--- src/rtl/phb_xlate_pkg.sv ---
package phb_xlate_pkg;
  localparam int AW  = 32;
  localparam int NSP = 4;
  localparam int SPW = $clog2(NSP);
  localparam int PSW = 2;

  typedef enum logic [SPW-1:0] {
    SP_MEM = 2'd0,
    SP_IO  = 2'd1,
    SP_CFG = 2'd2,
    SP_SPC = 2'd3
  } space_e;

  typedef enum logic [1:0] {
    DEC_NORMAL = 2'd0,
    DEC_SUBTR  = 2'd1,
    DEC_ABORT  = 2'd2,
    DEC_RSVD   = 2'd3
  } decode_e;

  // span [a, a+n) lies inside [base, base+size); widened by one bit
  function automatic logic span_fits(input logic [AW-1:0] base,
                                     input logic [AW-1:0] size,
                                     input logic [AW-1:0] a,
                                     input logic [AW:0]   n);
    logic [AW:0] lo, hi, s, e;
    lo = {1'b0, base};
    hi = lo + {1'b0, size};
    s  = {1'b0, a};
    e  = s + n;
    return (size != '0) && (s >= lo) && (e <= hi);
  endfunction
endpackage

--- src/rtl/phb_win_table.sv ---
module phb_win_table
  import phb_xlate_pkg::*;
(
  input  logic                    clk,
  input  logic                    rst_n,
  input  logic                    win_clear,
  input  logic                    cfg_wr,
  input  logic [SPW-1:0]          cfg_space,
  input  logic [AW-1:0]           cfg_pbase,
  input  logic [AW-1:0]           cfg_cbase,
  input  logic [AW-1:0]           cfg_size,
  input  logic [PSW-1:0]          cfg_psel,
  input  logic                    init_chk,
  output logic [NSP-1:0][AW-1:0]  pb,
  output logic [NSP-1:0][AW-1:0]  cb,
  output logic [NSP-1:0][AW-1:0]  sz,
  output logic [PSW-1:0]          mem_psel,
  output logic                    dup_err,
  output logic                    init_err
);
  logic [NSP-1:0] live;

  for (genvar g = 0; g < NSP; g++) begin : g_live
    assign live[g] = |sz[g];
  end

  always_ff @(posedge clk) begin
    if (!rst_n) begin
      pb       <= '0;
      cb       <= '0;
      sz       <= '0;
      mem_psel <= '0;
      dup_err  <= 1'b0;
      init_err <= 1'b0;
    end else begin
      dup_err  <= 1'b0;
      init_err <= init_chk && !(|live);
      if (win_clear) begin
        sz <= '0;
      end else if (cfg_wr) begin
        if (live[cfg_space]) begin
          dup_err <= 1'b1;
        end else begin
          pb[cfg_space] <= cfg_pbase;
          cb[cfg_space] <= cfg_cbase;
          sz[cfg_space] <= cfg_size;
          if (cfg_space == SP_MEM) mem_psel <= cfg_psel;
        end
      end
    end
  end

  AST_CLEAR_EMPTY: assert property (@(posedge clk) disable iff (!rst_n)
    win_clear |=> (sz == '0));
  AST_DUP_KEEPS_TABLE: assert property (@(posedge clk) disable iff (!rst_n)
    (cfg_wr && !win_clear && live[cfg_space]) |=> ($stable(pb) && $stable(cb) && $stable(sz) && dup_err));
  AST_LOAD_TAKES: assert property (@(posedge clk) disable iff (!rst_n)
    (cfg_wr && !win_clear && !live[cfg_space]) |=>
      (pb[$past(cfg_space)] == $past(cfg_pbase) && sz[$past(cfg_space)] == $past(cfg_size)));
endmodule

--- src/rtl/phb_fwd_xlate.sv ---
module phb_fwd_xlate
  import phb_xlate_pkg::*;
#(
  parameter int LEN_W = 8
) (
  input  logic                    clk,
  input  logic                    rst_n,
  input  logic [NSP-1:0][AW-1:0]  pb,
  input  logic [NSP-1:0][AW-1:0]  cb,
  input  logic [NSP-1:0][AW-1:0]  sz,
  input  logic                    up_valid,
  output logic                    up_ready,
  input  logic [AW-1:0]           up_addr,
  input  logic [LEN_W-1:0]        up_len,
  output logic                    res_valid,
  input  logic                    res_ready,
  output logic                    res_hit,
  output logic [SPW-1:0]          res_space,
  output logic [AW-1:0]           res_addr,
  output logic [LEN_W-1:0]        res_len
);
  localparam int PAD = AW + 1 - LEN_W;

  logic [AW:0]     n_ext;
  logic [NSP-1:0]  hitv;
  logic            sel_hit;
  logic [SPW-1:0]  sel_sp;
  logic [AW-1:0]   xaddr;

  assign n_ext = {{PAD{1'b0}}, up_len};

  for (genvar g = 0; g < NSP; g++) begin : g_win
    assign hitv[g] = span_fits(pb[g], sz[g], up_addr, n_ext);
  end

  always_comb begin
    sel_hit = |hitv;
    sel_sp  = '0;
    for (int i = NSP - 1; i >= 0; i--) begin
      if (hitv[i]) sel_sp = SPW'(i);
    end
  end

  assign xaddr    = sel_hit ? (up_addr - pb[sel_sp] + cb[sel_sp]) : '0;
  assign up_ready = !res_valid || res_ready;

  always_ff @(posedge clk) begin
    if (!rst_n) begin
      res_valid <= 1'b0;
      res_hit   <= 1'b0;
      res_space <= '0;
      res_addr  <= '0;
      res_len   <= '0;
    end else if (up_valid && up_ready) begin
      res_valid <= 1'b1;
      res_hit   <= sel_hit;
      res_space <= sel_sp;
      res_addr  <= xaddr;
      res_len   <= up_len;
    end else if (res_ready) begin
      res_valid <= 1'b0;
    end
  end

  AST_RES_HOLD: assert property (@(posedge clk) disable iff (!rst_n)
    (res_valid && !res_ready) |=> (res_valid && $stable(res_addr) && $stable(res_space) && $stable(res_hit)));
  AST_ACCEPT_NEXT: assert property (@(posedge clk) disable iff (!rst_n)
    (up_valid && up_ready) |=> (res_valid && res_len == $past(up_len)));
  AST_MISS_CLEAN: assert property (@(posedge clk) disable iff (!rst_n)
    (res_valid && !res_hit) |-> (res_addr == '0 && res_space == '0));
endmodule

--- src/rtl/phb_dma_gate.sv ---
module phb_dma_gate
  import phb_xlate_pkg::*;
#(
  parameter int LEN_W = 8
) (
  input  logic               clk,
  input  logic               rst_n,
  input  logic [AW-1:0]      mem_cb,
  input  logic [AW-1:0]      mem_sz,
  input  logic [PSW-1:0]     mem_psel,
  input  logic               dma_valid,
  output logic               dma_ready,
  input  logic [SPW-1:0]     dma_space,
  input  logic [AW-1:0]      dma_addr,
  input  logic [LEN_W-1:0]   dma_len,
  output logic               dres_valid,
  input  logic               dres_ready,
  output logic               dres_fwd,
  output logic               dres_err_space,
  output logic               dres_err_overlap,
  output logic [PSW-1:0]     dres_psel,
  output logic [AW-1:0]      dres_addr,
  output logic [LEN_W-1:0]   dres_len
);
  localparam int PAD = AW + 1 - LEN_W;

  logic [AW:0] s, e, lo, hi;
  logic        bad_sp, ovl;

  assign s      = {1'b0, dma_addr};
  assign e      = s + {{PAD{1'b0}}, dma_len};
  assign lo     = {1'b0, mem_cb};
  assign hi     = lo + {1'b0, mem_sz};
  assign bad_sp = (dma_space != SP_MEM);
  assign ovl    = ((s >= lo) && (s <= hi)) || ((e >= lo) && (e <= hi));

  assign dma_ready = !dres_valid || dres_ready;

  always_ff @(posedge clk) begin
    if (!rst_n) begin
      dres_valid       <= 1'b0;
      dres_fwd         <= 1'b0;
      dres_err_space   <= 1'b0;
      dres_err_overlap <= 1'b0;
      dres_psel        <= '0;
      dres_addr        <= '0;
      dres_len         <= '0;
    end else if (dma_valid && dma_ready) begin
      dres_valid       <= 1'b1;
      dres_err_space   <= bad_sp;
      dres_err_overlap <= !bad_sp && ovl;
      dres_fwd         <= !bad_sp && !ovl;
      dres_psel        <= mem_psel;
      dres_addr        <= dma_addr;
      dres_len         <= dma_len;
    end else if (dres_ready) begin
      dres_valid <= 1'b0;
    end
  end

  AST_DMA_ONE_OUTCOME: assert property (@(posedge clk) disable iff (!rst_n)
    dres_valid |-> ($countones({dres_fwd, dres_err_space, dres_err_overlap}) == 1));
  AST_DMA_SPACE_REJECT: assert property (@(posedge clk) disable iff (!rst_n)
    (dma_valid && dma_ready && dma_space != SP_MEM) |=> (dres_err_space && !dres_fwd));
  AST_DMA_HOLD: assert property (@(posedge clk) disable iff (!rst_n)
    (dres_valid && !dres_ready) |=> (dres_valid && $stable(dres_addr) && $stable(dres_fwd)));
endmodule

--- src/rtl/phb_window_xlate.sv ---
module phb_window_xlate
  import phb_xlate_pkg::*;
#(
  parameter int LEN_W = 8
) (
  input  logic               clk,
  input  logic               rst_n,
  input  logic               win_clear,
  input  logic               cfg_wr,
  input  logic [1:0]         cfg_space,
  input  logic [31:0]        cfg_pbase,
  input  logic [31:0]        cfg_cbase,
  input  logic [31:0]        cfg_size,
  input  logic [1:0]         cfg_psel,
  output logic               cfg_dup_err,
  input  logic               init_chk,
  output logic               init_err,
  input  logic               up_valid,
  output logic               up_ready,
  input  logic [31:0]        up_addr,
  input  logic [LEN_W-1:0]   up_len,
  output logic               res_valid,
  input  logic               res_ready,
  output logic               res_hit,
  output logic [1:0]         res_space,
  output logic [31:0]        res_addr,
  output logic [LEN_W-1:0]   res_len,
  input  logic               dma_valid,
  output logic               dma_ready,
  input  logic [1:0]         dma_space,
  input  logic [31:0]        dma_addr,
  input  logic [LEN_W-1:0]   dma_len,
  output logic               dres_valid,
  input  logic               dres_ready,
  output logic               dres_fwd,
  output logic               dres_err_space,
  output logic               dres_err_overlap,
  output logic [1:0]         dres_psel,
  output logic [31:0]        dres_addr,
  output logic [LEN_W-1:0]   dres_len,
  input  logic               att_chk,
  input  logic [1:0]         att_space,
  input  logic [31:0]        att_addr,
  input  logic [LEN_W-1:0]   att_len,
  input  logic [1:0]         att_decode,
  output logic               att_bad
);
  localparam int PAD = AW + 1 - LEN_W;

  logic [NSP-1:0][AW-1:0] pb, cb, sz;
  logic [PSW-1:0]         mem_psel;
  logic                   att_dec_ok, att_fit;

  phb_win_table u_table (
    .clk       (clk),
    .rst_n     (rst_n),
    .win_clear (win_clear),
    .cfg_wr    (cfg_wr),
    .cfg_space (cfg_space),
    .cfg_pbase (cfg_pbase),
    .cfg_cbase (cfg_cbase),
    .cfg_size  (cfg_size),
    .cfg_psel  (cfg_psel),
    .init_chk  (init_chk),
    .pb        (pb),
    .cb        (cb),
    .sz        (sz),
    .mem_psel  (mem_psel),
    .dup_err   (cfg_dup_err),
    .init_err  (init_err)
  );

  phb_fwd_xlate #(.LEN_W(LEN_W)) u_fwd (
    .clk       (clk),
    .rst_n     (rst_n),
    .pb        (pb),
    .cb        (cb),
    .sz        (sz),
    .up_valid  (up_valid),
    .up_ready  (up_ready),
    .up_addr   (up_addr),
    .up_len    (up_len),
    .res_valid (res_valid),
    .res_ready (res_ready),
    .res_hit   (res_hit),
    .res_space (res_space),
    .res_addr  (res_addr),
    .res_len   (res_len)
  );

  phb_dma_gate #(.LEN_W(LEN_W)) u_dma (
    .clk              (clk),
    .rst_n            (rst_n),
    .mem_cb           (cb[SP_MEM]),
    .mem_sz           (sz[SP_MEM]),
    .mem_psel         (mem_psel),
    .dma_valid        (dma_valid),
    .dma_ready        (dma_ready),
    .dma_space        (dma_space),
    .dma_addr         (dma_addr),
    .dma_len          (dma_len),
    .dres_valid       (dres_valid),
    .dres_ready       (dres_ready),
    .dres_fwd         (dres_fwd),
    .dres_err_space   (dres_err_space),
    .dres_err_overlap (dres_err_overlap),
    .dres_psel        (dres_psel),
    .dres_addr        (dres_addr),
    .dres_len         (dres_len)
  );

  assign att_dec_ok = (att_decode == DEC_NORMAL) || (att_decode == DEC_SUBTR);
  assign att_fit    = span_fits(cb[att_space], sz[att_space], att_addr, {{PAD{1'b0}}, att_len});

  always_ff @(posedge clk) begin
    if (!rst_n) att_bad <= 1'b0;
    else        att_bad <= att_chk && !(att_dec_ok && att_fit);
  end

  AST_ATT_BAD_DECODE: assert property (@(posedge clk) disable iff (!rst_n)
    (att_chk && (att_decode == DEC_ABORT || att_decode == DEC_RSVD)) |=> att_bad);
  AST_ATT_QUIET: assert property (@(posedge clk) disable iff (!rst_n)
    !att_chk |=> !att_bad);
endmodule

--- config.mk ---
export PLATFORM = sky130hd
export DESIGN_NAME = phb_window_xlate
export DESIGN_NICKNAME = d
export VERILOG_FILES = /design/src/rtl/phb_xlate_pkg.sv /design/src/rtl/phb_win_table.sv /design/src/rtl/phb_fwd_xlate.sv /design/src/rtl/phb_dma_gate.sv /design/src/rtl/phb_window_xlate.sv
export SDC_FILE = /design/constraint.sdc
export NUM_CORES = 2
export LEC_CHECK = 0
export CAP_MARGIN = 10
export CORE_ASPECT_RATIO = 0.7
export CORE_MARGIN = 1.5
export CORE_UTILIZATION = 55
export DETAILED_ROUTE_END_ITERATION = 10
export PLACE_DENSITY_LB_ADDON = 0.3
export SYNTH_ARGS = -nofsm -noshare
export SYNTH_HDL_FRONTEND = slang
export SYNTH_SLANG_ARGS = --single-unit
--- constraint.sdc ---
create_clock -name clk -period 10 [get_ports clk]
set_clock_uncertainty 0.05 [all_clocks]
set_input_delay 2 -clock clk [delete_from_list [all_inputs] [get_ports clk]]
set_output_delay 2 -clock clk [all_outputs]
set_load 0.01 [all_outputs]
After elaboration in Yosys (flattened, before gate mapping)
Cells that the tools add are included.
- register bits after elaboration: 479
- input port bits: 236
- output and inout port bits: 95
- word-level logic and storage cells: 138
- add/subtract/negate cells: 11
- $lt $le $gt $ge: 18
- equal/unequal tests: 1
- mux-type cells: 25
- bitwise logic cells: 4
- reduce and logical (&&, ||, !) cells: 51
- operator list (operator ; count):
    bitwise mux 128 bit ; 3
    binary-select mux 32 bit (select 2 bit) ; 4
    adder 32 x 32 -> 33 bit ; 6
    less-or-equal comparator 33 bit ; 6
    >= comparator 32 bit ; 6
    2-to-1 mux 32 bit ; 6
    nonzero test 32 bit ; 5
    OR reduction 128 bit ; 1
    OR reduction 32 bit ; 4
    adder 32 x 8 -> 33 bit ; 3
    demux 32 bit (select 2 bit) ; 1
    >= comparator 33 x 32 -> 1 bit ; 1
    less-or-equal comparator 32 x 33 -> 1 bit ; 1
    adder 32 bit ; 1
    subtractor 32 bit ; 1
    logical AND 1 bit ; 20
    < comparator 2 x 3 -> 1 bit, second input constant ; 3
    2-to-1 mux 2 bit ; 4
    zero test 1 bit ; 6
    2-to-1 mux 1 bit ; 6
    nonzero test 2 bit ; 3
    zero test 2 bit ; 2
    logical OR 1 bit ; 4
    NOT 1 bit ; 4
    9 further kinds ; 9

Longest topological paths before layout
- word-level depth: 12
- mapped depth: 44
- gate-level depth less buffers: 42

Hierarchy
A second synthesis with hierarchy kept.
- cell total of the unflattened synthesis: 5386
- area, all modules: 44368.8 µm²
- by module, submodules not included (module ; instances ; cells an instance ; area each (µm²) ; seq. area each (µm²)):
    phb_fwd_xlate ; 1 ; 2439 ; 18272.5 ; 880.8
    phb_win_table ; 1 ; 1462 ; 13649.3 ; 7767.4
    phb_dma_gate ; 1 ; 909 ; 7153.1 ; 920.9
    phb_window_xlate ; 1 ; 576 ; 5293.8 ; 20.0

Worst setup path after synthesis
OpenSTA, ideal clock, no wires.
- kind: input port to flip-flop
- from: in up_addr[0]
- to: reg u_fwd.res_addr[23]
- setup time: 132 ps
- arrival time: 9797 ps
- required time: 9818 ps
- slack: 21 ps
- cell stages on the path: 39
- path buffers: 2
- cell sequence: ha_1 fa_1 a21o_1 a21oi_1 o21bai_1 a21oi_1 o21bai_1 a21oi_1 or3_1 nor3b_1 nand4_1 nor2_1 xnor2_1 ha_1 a21o_1 a21o_1 a211o_1 nor4_1 [... 3 more ...] buf_2 clkbuf_1 nand2_1 o211ai_1 o21ai_1 fa_1 ha_1 a21o_1 a21o_1 a2111oi_0 or3_1 nand2_1 o21a_1 a311oi_1 o21bai_1 a21oi_1 xor2_1 o21ai_1
- longest elaborated chain between the ends: 12
- elaborated cells between the ends (all ways): 29
- those cells by class: add/sub (3); order compare (8); mux (9); reduce/logical (9)
- RTL lines (element ; line ; RTL):
    start: declaration ; phb_window_xlate.sv:20 ; input logic [31:0] up_addr,
    adder 32 x 8 -> 33 bit or >= comparator 32 bit (tied branches) ; phb_xlate_pkg.sv:30, phb_xlate_pkg.sv:31 ;
    less-or-equal comparator 33 bit or logical AND 1 bit (tied branches) ; phb_xlate_pkg.sv:31 ; return (size != '0) && (s >= lo) && (e <= hi);
    logical AND 1 bit ; phb_xlate_pkg.sv:31 ;
    2-to-1 mux 2 bit (4 in a row) ; phb_fwd_xlate.sv:40 ; if (hitv[i]) sel_sp = SPW'(i);
    binary-select mux 32 bit (select 2 bit) ; phb_fwd_xlate.sv:44 ; assign xaddr = sel_hit ? (up_addr - pb[sel_sp] + cb[sel_sp]) : '0;
    2-to-1 mux 32 bit (not written as such) ; phb_fwd_xlate.sv:44 ;
    subtractor 32 bit ; phb_fwd_xlate.sv:44 ;
    adder 32 bit ; phb_fwd_xlate.sv:44 ;
    2-to-1 mux 32 bit * ; phb_fwd_xlate.sv:44 ;
    end signal: assignment ; phb_fwd_xlate.sv:58 ; res_addr <= xaddr;
    end: declaration ; phb_fwd_xlate.sv:19 ; output logic [AW-1:0] res_addr,
Mark *: on every way between the ends. The rest lies on a longest branch, timed or not. The select of a mux whose other input is x is not followed.
A chain may end at the register's enable or synchronous reset.

Worst setup path in the final report
- from: in up_addr[0]
- to: reg u_fwd.res_addr[30]
The elaborated chain is that of the path after synthesis.

==> results.py <==
metrics = {
    "routing": {
        "dr_wl_met3_um": 25400,
        "wl_met1_um": 73700,
        "post_drt_wl_per_cell_um": 25.6,
        "avgViaCountPerCell": 6.29,
        "drt_first_pass_iters": 8,
        "topRoutingLayerUsed": "met5",
        "drtIter0Drc": 5410,
        "met2_wirelength_um": 70800,
        "route.detailed.drc": 0,
        "antenna_left": 0,
        "finalWirelength_um": 180000,
        "vias": 44300,
    },
    "timing": {
        "slew-limit-headroom_pct": 14.5,
        "min_period_ns": 10.10,
        "grt_setup_unrepaired": "true",
        "fmax_mhz": 99.0,
        "hold_viol": 0,
        "fin_setup_tns_ns": -0.187,
        "drv_slew": 0,
        "worst_slack_ns": -0.104,
        "finalSetupViolations": 3,
        "hold_ws_ns": 0.413,
        "worstMarginPinSlew_ns": 1.28,
        "period_share_pct": 101,
    },
    "worst_setup_path": {
        "slowest_stage": "fa_1",
        "rr_startpoint": "u_table.pb[64]",
        "critPathCaptureType": "flip-flop",
        "cp.arrival_ns": 10.55,
        "worst_ep_required_time_ns": 10.45,
        "cpMostUsedCell": "buf_4",
        "crit_start": "up_addr[0]",
        "startpoint_type": "input port",
        "slowest_delay_ns": 0.54,
        "critical_path_class": "in -> reg",
        "cp_max_fo": 6,
    },
    "clock_tree": {
        "hold_buffers": 0,
        "cts_buffers": 52,
        "root_buffer": "clkbuf_16",
        "clkTransAtPathRegs_ns": 0.06,
        "insertion_delay_ns": 0.66,
        "cts_tree": "yes",
        "clkSinkCount": 479,
        "htreeDepth": 2,
        "cts_buffer_depth": 3,
    },
    "global_routing": {
        "grt.overflow.total": 0,
        "first_global_vias": 40600,
        "antenna_found_initial": 8,
        "grt_max_degree": 83,
        "grt_pass1_wl_um": 260000,
        "grt_usage_pct": 42.8,
    },
    "yosys": {
        "synth_top_area_cell": "dfxtp_1",
        "synthTopCellsByArea": "dfxtp_1 (22%), ha_1 (20%), nand2_1 (7.3%)",
        "synth-async-reset-ratio_pct": 0,
        "synth.most_common_cell": "nand2_1",
        "postSynthNetCount": 6362,
        "synth_edf_count": 0,
        "syn_inst": 5384,
        "netlist_area_um2": 43300,
        "ys_ff_latch": 479,
        "synth_top_area_share_pct": 22.1,
        "synth-main-ff-cell": "dfxtp_1",
        "synth_commonest_cells": "nand2_1 (845), ha_1 (702), dfxtp_1 (479)",
        "syn_avg_cell_area_um2": 8.04,
        "seq_area_frac_synth_pct": 22.1,
        "ys_types": 81,
        "ys_warn_count": 0,
    },
    "layout": {
        "nNetsFinal": 6932,
        "area_growth_pct": 22.4,
        "fill_cells": 6500,
        "drive_above_1_share_pct": 11.5,
    },
    "placement": {
        "routabilityCongestion": 1.03,
        "dp_hpwl_um": 140000,
        "pre_cts_ws_ns": -1.72,
        "numPortBuffers": 329,
    },
    "floorplanning": {
        "core-area_um2": 77400,
        "fp.dieArea_um2": 80500,
        "fp.dieW_um": 338,
        "start_util_pct": 55.9,
        "die_h_um": 238,
        "io_pins": 331,
        "num_rows": 85,
    },
    "min_path": {
        "hp-class": "reg -> reg",
        "min-delay-start": "u_fwd.res_hit",
    },
    "power_and_ir_drop": {
        "cellPowerDensity_nw_per_um2": 138,
        "power.leakage_nw": 21.6,
        "vdd_drop_max_mv": 0.142,
    },
    "status": {
        "status": "finished with violations",
        "violations": "setup timing",
    },
    "job": {
        "cap_violations": 0,
    },
}
-- metrics by stage --
stage	total power, mW	cells	util (%)	area [um2]
final	7.32	7040	68.5	53000
after global routing	7.62	7037	68.5	53000
after CTS	7.01	7014	67.4	52200
after detailed placement	4.85	6906	64.4	49900
after global placement	4.79	6906	64.4	49900
after floorplan	3.63	5384	-	43300
-- final timing paths --
kind	end	slack [ns]	cells after the start
min	u_fwd.res_hit	0.41	2
max	u_fwd.res_addr[30]	-0.10	47
min reg2reg	u_fwd.res_hit	0.41	2
max reg2reg	u_fwd.res_addr[30]	0.25	44
-- sequential cells by signal (all words and copies together), names as in the netlist, 2 cells and up --
register and cells:
u_dma.dres_addr 32, u_dma.dres_len 8, u_dma.dres_psel 2, u_fwd.res_addr 32, u_fwd.res_len 8, u_fwd.res_space 2, u_table.cb 128, u_table.mem_psel 2
u_table.pb 128, u_table.sz 128
-- what timing repair did --
action / in CTS / in global routing
gates resized for setup: 100 / 129
buffers inserted: 15 / 22
gates cloned: 2 / 2
setup endpoints to repair: 26 / 22
pin swaps: 55 / 90
-- cell usage in the layout, fill, tap and decap left out, types with 194 or more instances in the layout --
cell | netlist | routed
nand2_1 | 845 | 842
ha_1 | 702 | 687
dfxtp_1 | 479 | 479
a21oi_1 | 467 | 441
buf_4 | 0 | 342
a21boi_0 | 318 | 318
clkdlybuf4s50_1 | 0 | 316
nor2_1 | 317 | 308
inv_1 | 300 | 299
a21o_1 | 194 | 194
-- where the power goes --
group	total, mW	internal (mW)	leakage (nW)	switching, mW
Combinational	3.21	1.51	16.8	1.69
Sequential	2.08	1.98	3.88	0.0945
Clock	2.04	1.12	0.844	0.922
Total	7.32	4.61	21.6	2.71
-- worst max-delay path, delay by kind of cell --
kind,cells,cell delay (ns)
buf+inv,11,1.65
xor+xnor,2,0.34
fa+ha+maj,5,1.50
simple gates,10,1.74
mux,1,0.25
compound gates,18,3.00
-- cell families (layout without fill, tap and decap cells) --
group / count (synthesis) / after routing / share of synthesized area, %
AND/OR/NAND/NOR: 1710 / 1710 / 17.8
AO/OA/AOI/OAI: 1575 / 1575 / 23.6
adder cells (fa/ha/maj): 742 / 742 / 22.1
buffers and inverters: 490 / 1098 / 4.29
flip-flops: 479 / 479 / 22.1
XOR/XNOR: 285 / 285 / 5.76
multiplexers: 103 / 103 / 4.27
other: 0 / 4 / 0
-- cell type report --
cell class | count | area, um2 | area share (%)
Sequential cell | 479 | 9590 | 18.1
Timing Repair Buffer | 706 | 6470 | 12.2
Antenna cell | 4 | 10.0 | 0.0189
Clock inverter | 20 | 176 | 0.333
Multi-Input combinational cell | 4415 | 32800 | 61.9
Inverter | 300 | 1130 | 2.12
Clock buffer | 72 | 1530 | 2.88
Tap cell | 1044 | 1310 | 2.46
-- routing by layer --
metal | global-route usage [%] | up-vias
met5 | 0 | -
met4 | 19.6 | 6
met3 | 13.9 | 509
met2 | 60.3 | 2714
met1 | 58.9 | 20600
li1 | - | 20500
(Power assumes the default switching activity.)
